### config.mk
export PLATFORM = sky130hd
export DESIGN_NAME = own_addr_filter
export DESIGN_NICKNAME = d
export VERILOG_FILES = /design/src/rtl/own_addr_pkg.sv /design/src/rtl/addr_byte_classify.sv /design/src/rtl/gc_cmd_decode.sv /design/src/rtl/own_addr_filter.sv
export SDC_FILE = /design/constraint.sdc
export NUM_CORES = 1
export LEC_CHECK = 0
export CORE_UTILIZATION = 50
export DETAILED_ROUTE_END_ITERATION = 8
export DONT_BUFFER_PORTS = 1
export GPL_TIMING_DRIVEN = 0
export PLACE_DENSITY = 0.73
export SLEW_MARGIN = 25
export SYNTH_ARGS = -nofsm -noshare
export SYNTH_HDL_FRONTEND = slang
export SYNTH_HIERARCHICAL = 1
export SYNTH_SLANG_ARGS = --single-unit
### constraint.sdc
create_clock -name clk -period 1.3 [get_ports clk]
set_input_delay 0.13 -clock clk [delete_from_list [all_inputs] [get_ports clk]]
set_output_delay 0.13 -clock clk [all_outputs]
set_load 0.02 [all_outputs]
### src/rtl/own_addr_pkg.sv
package own_addr_pkg;

   localparam int BYTE_W = 8;
   localparam int OWN_W  = 10;

   typedef enum logic [2:0] {
      PH_IDLE,
      PH_FIRST,
      PH_TENLOW,
      PH_GC2,
      PH_WRITE,
      PH_READ,
      PH_SKIP
   } phase_e;

   typedef enum logic [2:0] {
      FB_NONE,
      FB_GCALL,
      FB_STBYTE,
      FB_MATCH7,
      FB_TENWR,
      FB_TENRD
   } fb_kind_e;

endpackage

### src/rtl/addr_byte_classify.sv
module addr_byte_classify
   import own_addr_pkg::*;
#(
   parameter bit TEN_BIT_EN = 1'b1,
   parameter bit GC_EN      = 1'b1
) (
   input  logic [BYTE_W-1:0] byte_data,
   input  logic              ten_mode,
   input  logic [OWN_W-1:0]  own_addr,
   input  logic              ten_mem,
   output fb_kind_e          kind
);

   localparam logic [4:0] TEN_PFX = 5'b11110;

   fb_kind_e addr_kind;

   generate
      if (TEN_BIT_EN) begin : g_ten
         always_comb begin
            addr_kind = FB_NONE;
            if (ten_mode) begin
               if (byte_data[7:3] == TEN_PFX && byte_data[2:1] == own_addr[9:8]) begin
                  if (!byte_data[0])
                     addr_kind = FB_TENWR;
                  else if (ten_mem)
                     addr_kind = FB_TENRD;
               end
            end else if (byte_data[7:1] == own_addr[6:0]) begin
               addr_kind = FB_MATCH7;
            end
         end
      end else begin : g_seven
         always_comb begin
            addr_kind = FB_NONE;
            if (byte_data[7:1] == own_addr[6:0])
               addr_kind = FB_MATCH7;
         end
      end
   endgenerate

   always_comb begin
      if (byte_data == '0)
         kind = GC_EN ? FB_GCALL : FB_NONE;
      else if (byte_data == BYTE_W'(1))
         kind = FB_STBYTE;
      else
         kind = addr_kind;
   end

endmodule

### src/rtl/gc_cmd_decode.sv
module gc_cmd_decode
   import own_addr_pkg::*;
#(
   parameter logic [BYTE_W-1:0] RST_CODE  = 8'h06,
   parameter logic [BYTE_W-1:0] PROG_CODE = 8'h04
) (
   input  logic [BYTE_W-1:0] cmd_byte,
   output logic              is_rst,
   output logic              is_prog
);

   generate
      if (RST_CODE == PROG_CODE) begin : g_bad_codes
         $error("gc_cmd_decode: command codes must differ");
      end
   endgenerate

   assign is_rst  = (cmd_byte == RST_CODE);
   assign is_prog = (cmd_byte == PROG_CODE);

endmodule

### src/rtl/own_addr_filter.sv
module own_addr_filter
   import own_addr_pkg::*;
#(
   parameter bit                TEN_BIT_EN   = 1'b1,
   parameter bit                GC_EN        = 1'b1,
   parameter logic [BYTE_W-1:0] GC_RST_CODE  = 8'h06,
   parameter logic [BYTE_W-1:0] GC_PROG_CODE = 8'h04
) (
   input  logic              clk,
   input  logic              rst_n,
   input  logic              ev_start,
   input  logic              ev_stop,
   input  logic              byte_vld,
   input  logic [BYTE_W-1:0] byte_data,
   input  logic              cfg_ten_bit,
   input  logic [OWN_W-1:0]  cfg_addr,
   input  logic              resp_dis,
   output logic              ack_vld,
   output logic              ack,
   output logic              addressed,
   output logic              rd_dir,
   output logic              gen_call,
   output logic              gc_rst_pulse,
   output logic              gc_prog_pulse
);

   phase_e   phase_q;
   logic     ten_mem_q;
   fb_kind_e fb_kind;
   logic     cmd_rst, cmd_prog;
   logic     ten_mode;

   assign ten_mode = TEN_BIT_EN && cfg_ten_bit;

   addr_byte_classify #(
      .TEN_BIT_EN (TEN_BIT_EN),
      .GC_EN      (GC_EN)
   ) u_classify (
      .byte_data (byte_data),
      .ten_mode  (ten_mode),
      .own_addr  (cfg_addr),
      .ten_mem   (ten_mem_q),
      .kind      (fb_kind)
   );

   gc_cmd_decode #(
      .RST_CODE  (GC_RST_CODE),
      .PROG_CODE (GC_PROG_CODE)
   ) u_gc_cmd (
      .cmd_byte (byte_data),
      .is_rst   (cmd_rst),
      .is_prog  (cmd_prog)
   );

   always_ff @(posedge clk or negedge rst_n) begin
      if (!rst_n) begin
         phase_q       <= PH_IDLE;
         ten_mem_q     <= 1'b0;
         ack_vld       <= 1'b0;
         ack           <= 1'b0;
         addressed     <= 1'b0;
         rd_dir        <= 1'b0;
         gen_call      <= 1'b0;
         gc_rst_pulse  <= 1'b0;
         gc_prog_pulse <= 1'b0;
      end else begin
         ack_vld       <= 1'b0;
         ack           <= 1'b0;
         gc_rst_pulse  <= 1'b0;
         gc_prog_pulse <= 1'b0;
         if (ev_stop) begin
            phase_q   <= PH_IDLE;
            ten_mem_q <= 1'b0;
            addressed <= 1'b0;
            rd_dir    <= 1'b0;
            gen_call  <= 1'b0;
         end else if (ev_start) begin
            phase_q   <= PH_FIRST;
            addressed <= 1'b0;
            rd_dir    <= 1'b0;
            gen_call  <= 1'b0;
         end else if (byte_vld) begin
            unique case (phase_q)
               PH_FIRST: begin
                  ack_vld <= 1'b1;
                  if (fb_kind != FB_TENRD)
                     ten_mem_q <= 1'b0;
                  unique case (fb_kind)
                     FB_GCALL: begin
                        ack       <= 1'b1;
                        addressed <= 1'b1;
                        gen_call  <= 1'b1;
                        phase_q   <= PH_GC2;
                     end
                     FB_MATCH7: begin
                        ack       <= 1'b1;
                        addressed <= 1'b1;
                        rd_dir    <= byte_data[0];
                        phase_q   <= byte_data[0] ? PH_READ : PH_WRITE;
                     end
                     FB_TENWR: begin
                        ack     <= 1'b1;
                        phase_q <= PH_TENLOW;
                     end
                     FB_TENRD: begin
                        ack       <= 1'b1;
                        addressed <= 1'b1;
                        rd_dir    <= 1'b1;
                        phase_q   <= PH_READ;
                     end
                     default: phase_q <= PH_SKIP;
                  endcase
               end
               PH_TENLOW: begin
                  ack_vld <= 1'b1;
                  if (byte_data == cfg_addr[BYTE_W-1:0]) begin
                     ack       <= 1'b1;
                     addressed <= 1'b1;
                     ten_mem_q <= 1'b1;
                     phase_q   <= PH_WRITE;
                  end else begin
                     phase_q <= PH_SKIP;
                  end
               end
               PH_GC2: begin
                  ack_vld       <= 1'b1;
                  ack           <= !resp_dis;
                  gc_rst_pulse  <= !resp_dis && cmd_rst;
                  gc_prog_pulse <= !resp_dis && cmd_prog;
                  phase_q       <= PH_WRITE;
               end
               PH_WRITE: begin
                  ack_vld <= 1'b1;
                  ack     <= !resp_dis;
               end
               default: ;
            endcase
         end
      end
   end

endmodule

# ---- Word-level counts from Yosys, hierarchy flattened
# Index checks and enable logic that the tools add are counted.
dict set report op_classes {
  eq_ne 21
  mux 53
  reduce_logical 22
}
# cell n
set ops {}
lappend ops {{1-bit 2-to-1 mux} 36}
lappend ops {{3-bit 2-to-1 mux} 9}
lappend ops {{8-bit by 3-bit equality test with 1-bit output, second input constant} 2}
lappend ops {{3-bit case mux with 4 select lines} 1}
lappend ops {{3-bit nonzero test} 4}
lappend ops {{3-bit by 2-bit equality test with 1-bit output, second input constant} 3}
lappend ops {{3-bit equality test, second input constant} 3}
lappend ops {{3-bit != test, second input constant} 3}
lappend ops {{3-bit case mux with 3 select lines} 1}
lappend ops {{8-bit by 1-bit equality test with 1-bit output, second input constant} 1}
lappend ops {{8-bit equality test} 1}
lappend ops {{8-bit zero test} 1}
lappend ops {{4-bit != test, second input constant} 2}
lappend ops {{4-bit nonzero test} 2}
lappend ops {{4-bit OR reduction} 2}
lappend ops {{7-bit equality test} 1}
lappend ops {{3-bit by 1-bit equality test with 1-bit output, second input constant} 2}
lappend ops {{1-bit case mux with 2 select lines} 3}
lappend ops {{3-bit AND reduction} 2}
lappend ops {{5-bit equality test, second input constant} 1}
lappend ops {{5-bit AND reduction} 1}
lappend ops {{5-bit nonzero test} 1}
lappend ops {{2-bit 2-to-1 mux} 2}
lappend ops {{4-bit AND reduction} 1}
lappend ops {{other kinds (9)} 11}
dict set report totals {
  register_bits 11
  input_bits 25
  out_inout_bits 7
  elab_cells 105
}

# ---- Longest topological paths before layout
dict set report depth {
  depth_word 13
  mapped_depth 9
  ltp_nobuf 8
}

# ---- Hierarchy
# Netlist, hierarchy kept.
# mod n_inst cells_per_inst area_per_inst_um2
set modules_own_cells {}
lappend modules_own_cells {own_addr_filter 1 79 739.5}
lappend modules_own_cells {addr_byte_classify 1 24 178.9}
lappend modules_own_cells {gc_cmd_decode 1 4 45.0}

# ---- Worst setup path after synthesis
# Ideal clock, no wire load.
dict set report synth_path {
  path_kind {input to register}
  startpoint {input port byte_data[6]}
  endpoint {register phase_q[1]}
  arrival_time_ns 1.425
  required_time_ns 1.178
  path_slack_ns -0.247
  path_stages 9
  n_path_buf 1
  cell_sequence {nand4_1 nor3b_1 nand3_1 a21oi_1 buf_4 nor2b_1 o21ai_1 a22o_1 a32o_1}
}
dict set report synth_via {
  elab_chain_len 12
  elab_cells_between_ends 21
  classes_between {8 x eq/ne; 11 x mux; 2 x reduce/logical}
}
# element line
set synth_lines {}
lappend synth_lines {{start, declared} own_addr_filter.sv:14} ;# input logic [BYTE_W-1:0] byte_data,
lappend synth_lines {{5-bit equality test} addr_byte_classify.sv:23} ;# if (byte_data[7:3] == TEN_PFX && byte_data[2:1] == own_addr[9:8]) begin
lappend synth_lines {{1-bit logical AND} addr_byte_classify.sv:23}
lappend synth_lines {{3-bit 2-to-1 mux} addr_byte_classify.sv:23}
lappend synth_lines {{3-bit 2-to-1 mux} addr_byte_classify.sv:22} ;# if (ten_mode) begin
lappend synth_lines {{3-bit 2-to-1 mux} addr_byte_classify.sv:45} ;# else if (byte_data == BYTE_W'(1))
lappend synth_lines {{3-bit 2-to-1 mux (*)} addr_byte_classify.sv:43} ;# if (byte_data == '0)
lappend synth_lines {{net fb_kind[2]} own_addr_filter.sv:29} ;# fb_kind_e fb_kind;
lappend synth_lines {{3-bit equality test, or another cell as far along} own_addr_filter.sv:88} ;# unique case (fb_kind)
lappend synth_lines {{3-bit case mux with 4 select lines (*)} own_addr_filter.sv:88}
lappend synth_lines {{3-bit case mux with 3 select lines (*)} own_addr_filter.sv:83} ;# unique case (phase_q)
lappend synth_lines {{3-bit 2-to-1 mux (*)} own_addr_filter.sv:82} ;# end else if (byte_vld) begin
lappend synth_lines {{3-bit 2-to-1 mux (*)} own_addr_filter.sv:77} ;# end else if (ev_start) begin
lappend synth_lines {{3-bit 2-to-1 mux (*)} own_addr_filter.sv:71} ;# if (ev_stop) begin
lappend synth_lines {{end signal, assigned} own_addr_filter.sv:99} ;# phase_q <= byte_data[0] ? PH_READ : PH_WRITE;
lappend synth_lines {{end, declared} own_addr_filter.sv:27} ;# phase_e phase_q;
# Mark *: on every way through the listed nets, which the timed path passes. The rest lies on a longest branch. The select of a mux whose other input is x is not followed.
# A chain may end at the register's enable or synchronous reset.

# ---- Worst setup path after layout
dict set report layout_path {
  startpoint {register ten_mem_q}
  endpoint {register phase_q[1]}
}
dict set report layout_via {
  elab_chain_len 12
  elab_cells_between_ends 15
  classes_between {4 x eq/ne; 11 x mux}
}
# element line
set layout_lines {}
lappend layout_lines {{start, declared} own_addr_filter.sv:28} ;# logic ten_mem_q;
lappend layout_lines {{start signal, assigned} own_addr_filter.sv:58} ;# ten_mem_q <= 1'b0;
lappend layout_lines {{start signal, assigned} own_addr_filter.sv:73} ;# ten_mem_q <= 1'b0;
lappend layout_lines {{start signal, assigned} own_addr_filter.sv:87} ;# ten_mem_q <= 1'b0;
lappend layout_lines {{3-bit 2-to-1 mux (*)} addr_byte_classify.sv:26} ;# else if (ten_mem)
lappend layout_lines {{3-bit 2-to-1 mux (*)} addr_byte_classify.sv:24} ;# if (!byte_data[0])
lappend layout_lines {{3-bit 2-to-1 mux (*)} addr_byte_classify.sv:23}
lappend layout_lines {{3-bit 2-to-1 mux (*)} addr_byte_classify.sv:22}
lappend layout_lines {{3-bit 2-to-1 mux (*)} addr_byte_classify.sv:45}
lappend layout_lines {{3-bit 2-to-1 mux (*)} addr_byte_classify.sv:43}
lappend layout_lines {{net fb_kind[2]} own_addr_filter.sv:29}
lappend layout_lines {{3-bit equality test, or another cell as far along} own_addr_filter.sv:88}
lappend layout_lines {{3-bit case mux with 4 select lines (*)} own_addr_filter.sv:88}
lappend layout_lines {{3-bit case mux with 3 select lines (*)} own_addr_filter.sv:83}
lappend layout_lines {{3-bit 2-to-1 mux (*)} own_addr_filter.sv:82}
lappend layout_lines {{3-bit 2-to-1 mux (*)} own_addr_filter.sv:77}
lappend layout_lines {{3-bit 2-to-1 mux (*)} own_addr_filter.sv:71}
# Marked as above.

==> summary.md <==
| Metric | Value |
|---|---|
| Layout Utilization | `0.740` |
| Die span in x | `45.9 um` |
| Largest incremental delay on the critical path | `0.37 ns` |
| Post-route DRC violation count | `0` |
| Detailed-route via count | `907` |
| Fmax | `0.666 GHz` |
| Path class of the lowest-slack min-delay path | `in2reg` |
| Die Span Y | `45.9 um` |
| Crit. End Element | `flip-flop` |
| Number of H-tree branching levels | `1` |
| Ports | `32` |
| Worst-path cell chain | `inv_1 -> a21oi_2 -> buf_6 -> nor2b_4 -> o21ai_2 -> a22o_1 -> a32o_1` |
| Grt total ovfl | `0` |
| Sequential cell area | `275 um2` |
| Violated checks | `negative setup slack` |
| Cell family with most CP delay | `compound AO/OA/AOI/OAI gates` |
| Netlist Area Pre-Place | `963 um2` |
| Final-report hold violation count | `0` |
| Diodes inserted | `0` |
| Layout cell share with drive strength beyond 1 | `0.378` |
| Clock period minus final worst setup slack | `1.50 ns` |
| Slew at the pin closest to its max-slew limit | `0.515 ns` |
| HPWL Detailed | `1.58 mm` |
| Maximum count of clock buffers along a single path | `2` |
| Post-synth net total | `132` |
| Routed length on met3 | `168 um` |
| Number of max-slew violations in the final report | `0` |
| Routed met2 length | `1.38 mm` |
| Row cnt | `15` |
| Relative slew slack | `0.656` |
| Total routed wire length on the met1 layer | `1.11 mm` |
| Async set or reset register ratio after synthesis | `1.00` |
| Combinational family with the most area after synthesis | `simple AND/OR/NAND/NOR gates` |
| Synthesized area divided by synthesized cell count | `9.00 um2` |
| Net Switching | `0.000211 W` |
| Reported leakage power | `0.484 nW` |
| Per-cell routed wire length | `17.5 um` |
| Startpoint Class | `flip-flop` |
| Count of buffers from port buffering | `0` |
| Clock insertion delay at the later pin of the skew report | `0.28 ns` |
| Vias per cell | `5.97` |
| First-pass GRT wire length | `3.79 mm` |
| Die area | `0.00211 mm2` |
| Result of the run | `finished, violations left` |
| Compound-cell area share of the yosys netlist | `0.175` |
| CTS tree | `yes` |
| Reg2reg path depth | `7` |
| # fillers | `126` |
| Adder-cell area share of the yosys netlist | `0` |
| Critical path start-end classification | `reg2reg` |
| Number of max-capacitance violations reported | `0` |
| Top Layer Used | `met4` |
| Nets@finish | `153` |
| Fraction of power consumed by the clock network | `0.320` |
| Final worst setup slack | `-0.202 ns` |
| Required time at the worst-slack endpoint | `1.47 ns` |
| Instance count along the most critical hold path | `2` |
| Combinational power share | `0.217` |
| Post-detailed-routing wire length | `2.67 mm` |
| Pin count of the biggest net entering global routing | `12` |
| Number of DRC markers after the initial detailed-route iteration | `14` |
| Share of total power consumed by net switching | `0.278` |
| Maximum vdd ir drop | `496 uV` |
| Flop and latch count out of synthesis | `11` |
| Number of nets with antenna violations after routing | `0` |
| Initial antenna violation count | `0` |
| Most used DFF post-synth | `sky130_fd_sc_hd__dfrtp_1` |
| Post-place setup slack | `-0.353 ns` |
| Clock slew at the register clock pins of the worst setup and hold paths | `0.07 ns` |
| Area occupied by multi-input gates | `785 um2` |
| Basic-gate share of the synthesized area counting and, or, nand and nor cells | `0.322` |
| Maximum fanout along the worst path | `5` |
| Seq pwr share | `0.464` |
| Internal portion of total power | `0.000548 W` |
| Share of the clock period used by the worst path after layout | `1.16` |
| GR Util All Layers | `0.252` |
| Total power draw | `0.000759 W` |
| Mux contribution to synthesized area | `0` |
| Power Density | `581 mW/mm2` |
| Parity-gate share of the synthesized area counting xor and xnor cells | `0.173` |
| Number of CTS-inserted buffers | `3` |
| Library cells used by synthesis | `40` |
| Final Wtd Congestion | `0.792` |
| Signed area change from the synthesized netlist to the final layout | `35.5%` |
| CTS sink count | `11` |
| Setup-violating endpoint count in the final report | `9` |
| Sequential cell area fraction in the yosys report | `0.286` |
| Effective utilization at floorplan | `0.546` |
| Unrepaired setup endpoints after global routing | `true` |
| Final clock skew | `0.000759 ns` |
| Number of global-route vias before repair | `891` |
| Root Driver | `sky130_fd_sc_hd__clkbuf_4` |
| First-pass DRT Iterations | `4` |
| Yosys Warn Count | `6` |
| Sum of negative setup slack | `-1.36 ns` |
| Critical path buffers and inverters | `2` |
| Number of instances in the synthesized netlist | `107` |
| Number of enable-type register cells in the synthesized netlist | `0` |
| Number of cells on the critical path | `7` |
| Worst endpoint data arrival time | `1.67 ns` |
| Slowest cell on crit path | `sky130_fd_sc_hd__dfrtp_1` |
| Total core area | `0.00176 mm2` |
## path summary, 6_finish.rpt
check / start / slack (ns) / endpoint
max in group asynchronous: rst_n / 0.70 / ten_mem_q
hold / removal: ev_start / 0.02 / ten_mem_q
setup / recovery: ten_mem_q / -0.20 / phase_q[1]
hold reg to reg: gen_call / 0.64 / gen_call
setup reg to reg: ten_mem_q / -0.20 / phase_q[1]
min in group asynchronous: rst_n / 0.26 / gc_rst_pulse
## worst reg2reg max path: cells and delay by family, from the launching register on
kind / cells / cell delay, ns
buf+inv: 2 / 0.21
compound gates: 4 / 0.62
flops: 1 / 0.37
simple gates: 1 / 0.19
## power groups by stage
stage / registers, W / logic, W / clock network (W)
2_1_floorplan: 0.000357 / 0.0000979 / 0
3_3_place_gp: 0.000358 / 0.000108 / 0
3_5_place_dp: 0.000358 / 0.000112 / 0
4_1_cts: 0.000351 / 0.000135 / 0.000240
5_1_grt: 0.000352 / 0.000177 / 0.000260
6_report: 0.000352 / 0.000164 / 0.000243
## cells in the mapped netlist, types with 2 or more instances
cell type,n,area [um2]
sky130_fd_sc_hd__nor2b_1,6,37.5
sky130_fd_sc_hd__a22o_1,2,17.5
sky130_fd_sc_hd__nor2_1,6,22.5
sky130_fd_sc_hd__dfrtp_1,11,275
sky130_fd_sc_hd__nand2_1,8,30.0
sky130_fd_sc_hd__and2_1,2,12.5
sky130_fd_sc_hd__xor2_1,15,131
sky130_fd_sc_hd__xnor2_1,4,35.0
sky130_fd_sc_hd__o41ai_1,2,17.5
sky130_fd_sc_hd__nor4_2,4,50.1
sky130_fd_sc_hd__a21oi_1,4,20.0
sky130_fd_sc_hd__o21ai_0,4,20.0
sky130_fd_sc_hd__nand3_1,3,15.0
sky130_fd_sc_hd__nor4_1,3,18.8
sky130_fd_sc_hd__o21ai_1,2,10.0
sky130_fd_sc_hd__a32o_1,2,20.0
sky130_fd_sc_hd__nand4_1,2,12.5
sky130_fd_sc_hd__inv_1,5,18.8
## metrics by stage
stage / cells / hold slack [ns] / instance area, um2
after floorplan: 107 / -0.166 / 992
after global placement: 132 / -0.165 / 1020
after detailed placement: 132 / -0.165 / 1020
after CTS: 144 / 0.0233 / 1140
after global routing: 152 / 0.0213 / 1310
final: 152 / 0.0188 / 1310
## cell usage in the layout, fill, tap and decap left out, types with 3 or more instances in the layout
master                          count
sky130_fd_sc_hd__xor2_1            14
sky130_fd_sc_hd__nor2b_1            4
sky130_fd_sc_hd__clkbuf_4           3
sky130_fd_sc_hd__xnor2_1            3
sky130_fd_sc_hd__buf_6              5
sky130_fd_sc_hd__o21ai_2            3
sky130_fd_sc_hd__nor2_1             6
sky130_fd_sc_hd__dfrtp_1           11
sky130_fd_sc_hd__nand2_1            6
sky130_fd_sc_hd__nor4_2             4
sky130_fd_sc_hd__inv_1              5
sky130_fd_sc_hd__buf_4              9
sky130_fd_sc_hd__dlygate4sd3_1      4
## per-layer routing
metal  vias to the layer above  track usage
met3                         3        0.111
met5                         -            0
met1                       444        0.311
met2                        31        0.392
li1                        429            -
met4                         0       0.0824
## repair_timing
item                                    4_1_cts  5_1_grt
hold endpoints to repair                     12        1
pin swaps                                     2       19
resized for setup                             4       20
endpoints found under the setup margin        8        9
buffers inserted                              5        7
hold buffers                                  3        1
cloned                                        0        0
## cells by family (layout without fill, tap and decap cells)
family	count (synthesis)	after routing
buf+inv	8	28
simple gates	46	46
compound gates	23	23
xor+xnor	19	19
flops	11	11
## area by class of cell
type,instances,share of cell area
well taps,25,0.0240
clock buffers,4,0.0201
multi-input cells,88,0.601
plain buffers,3,0.0211
flip-flops and latches,11,0.211
inverters,5,0.0144
repair buffers,16,0.108
## state kept, by name, indices dropped and copies added (netlist names)
name           count
phase_q            3
ack                1
ack_vld            1
addressed          1
gc_prog_pulse      1
gc_rst_pulse       1
gen_call           1
rd_dir             1
ten_mem_q          1
Power figures use the tool's default switching activity.
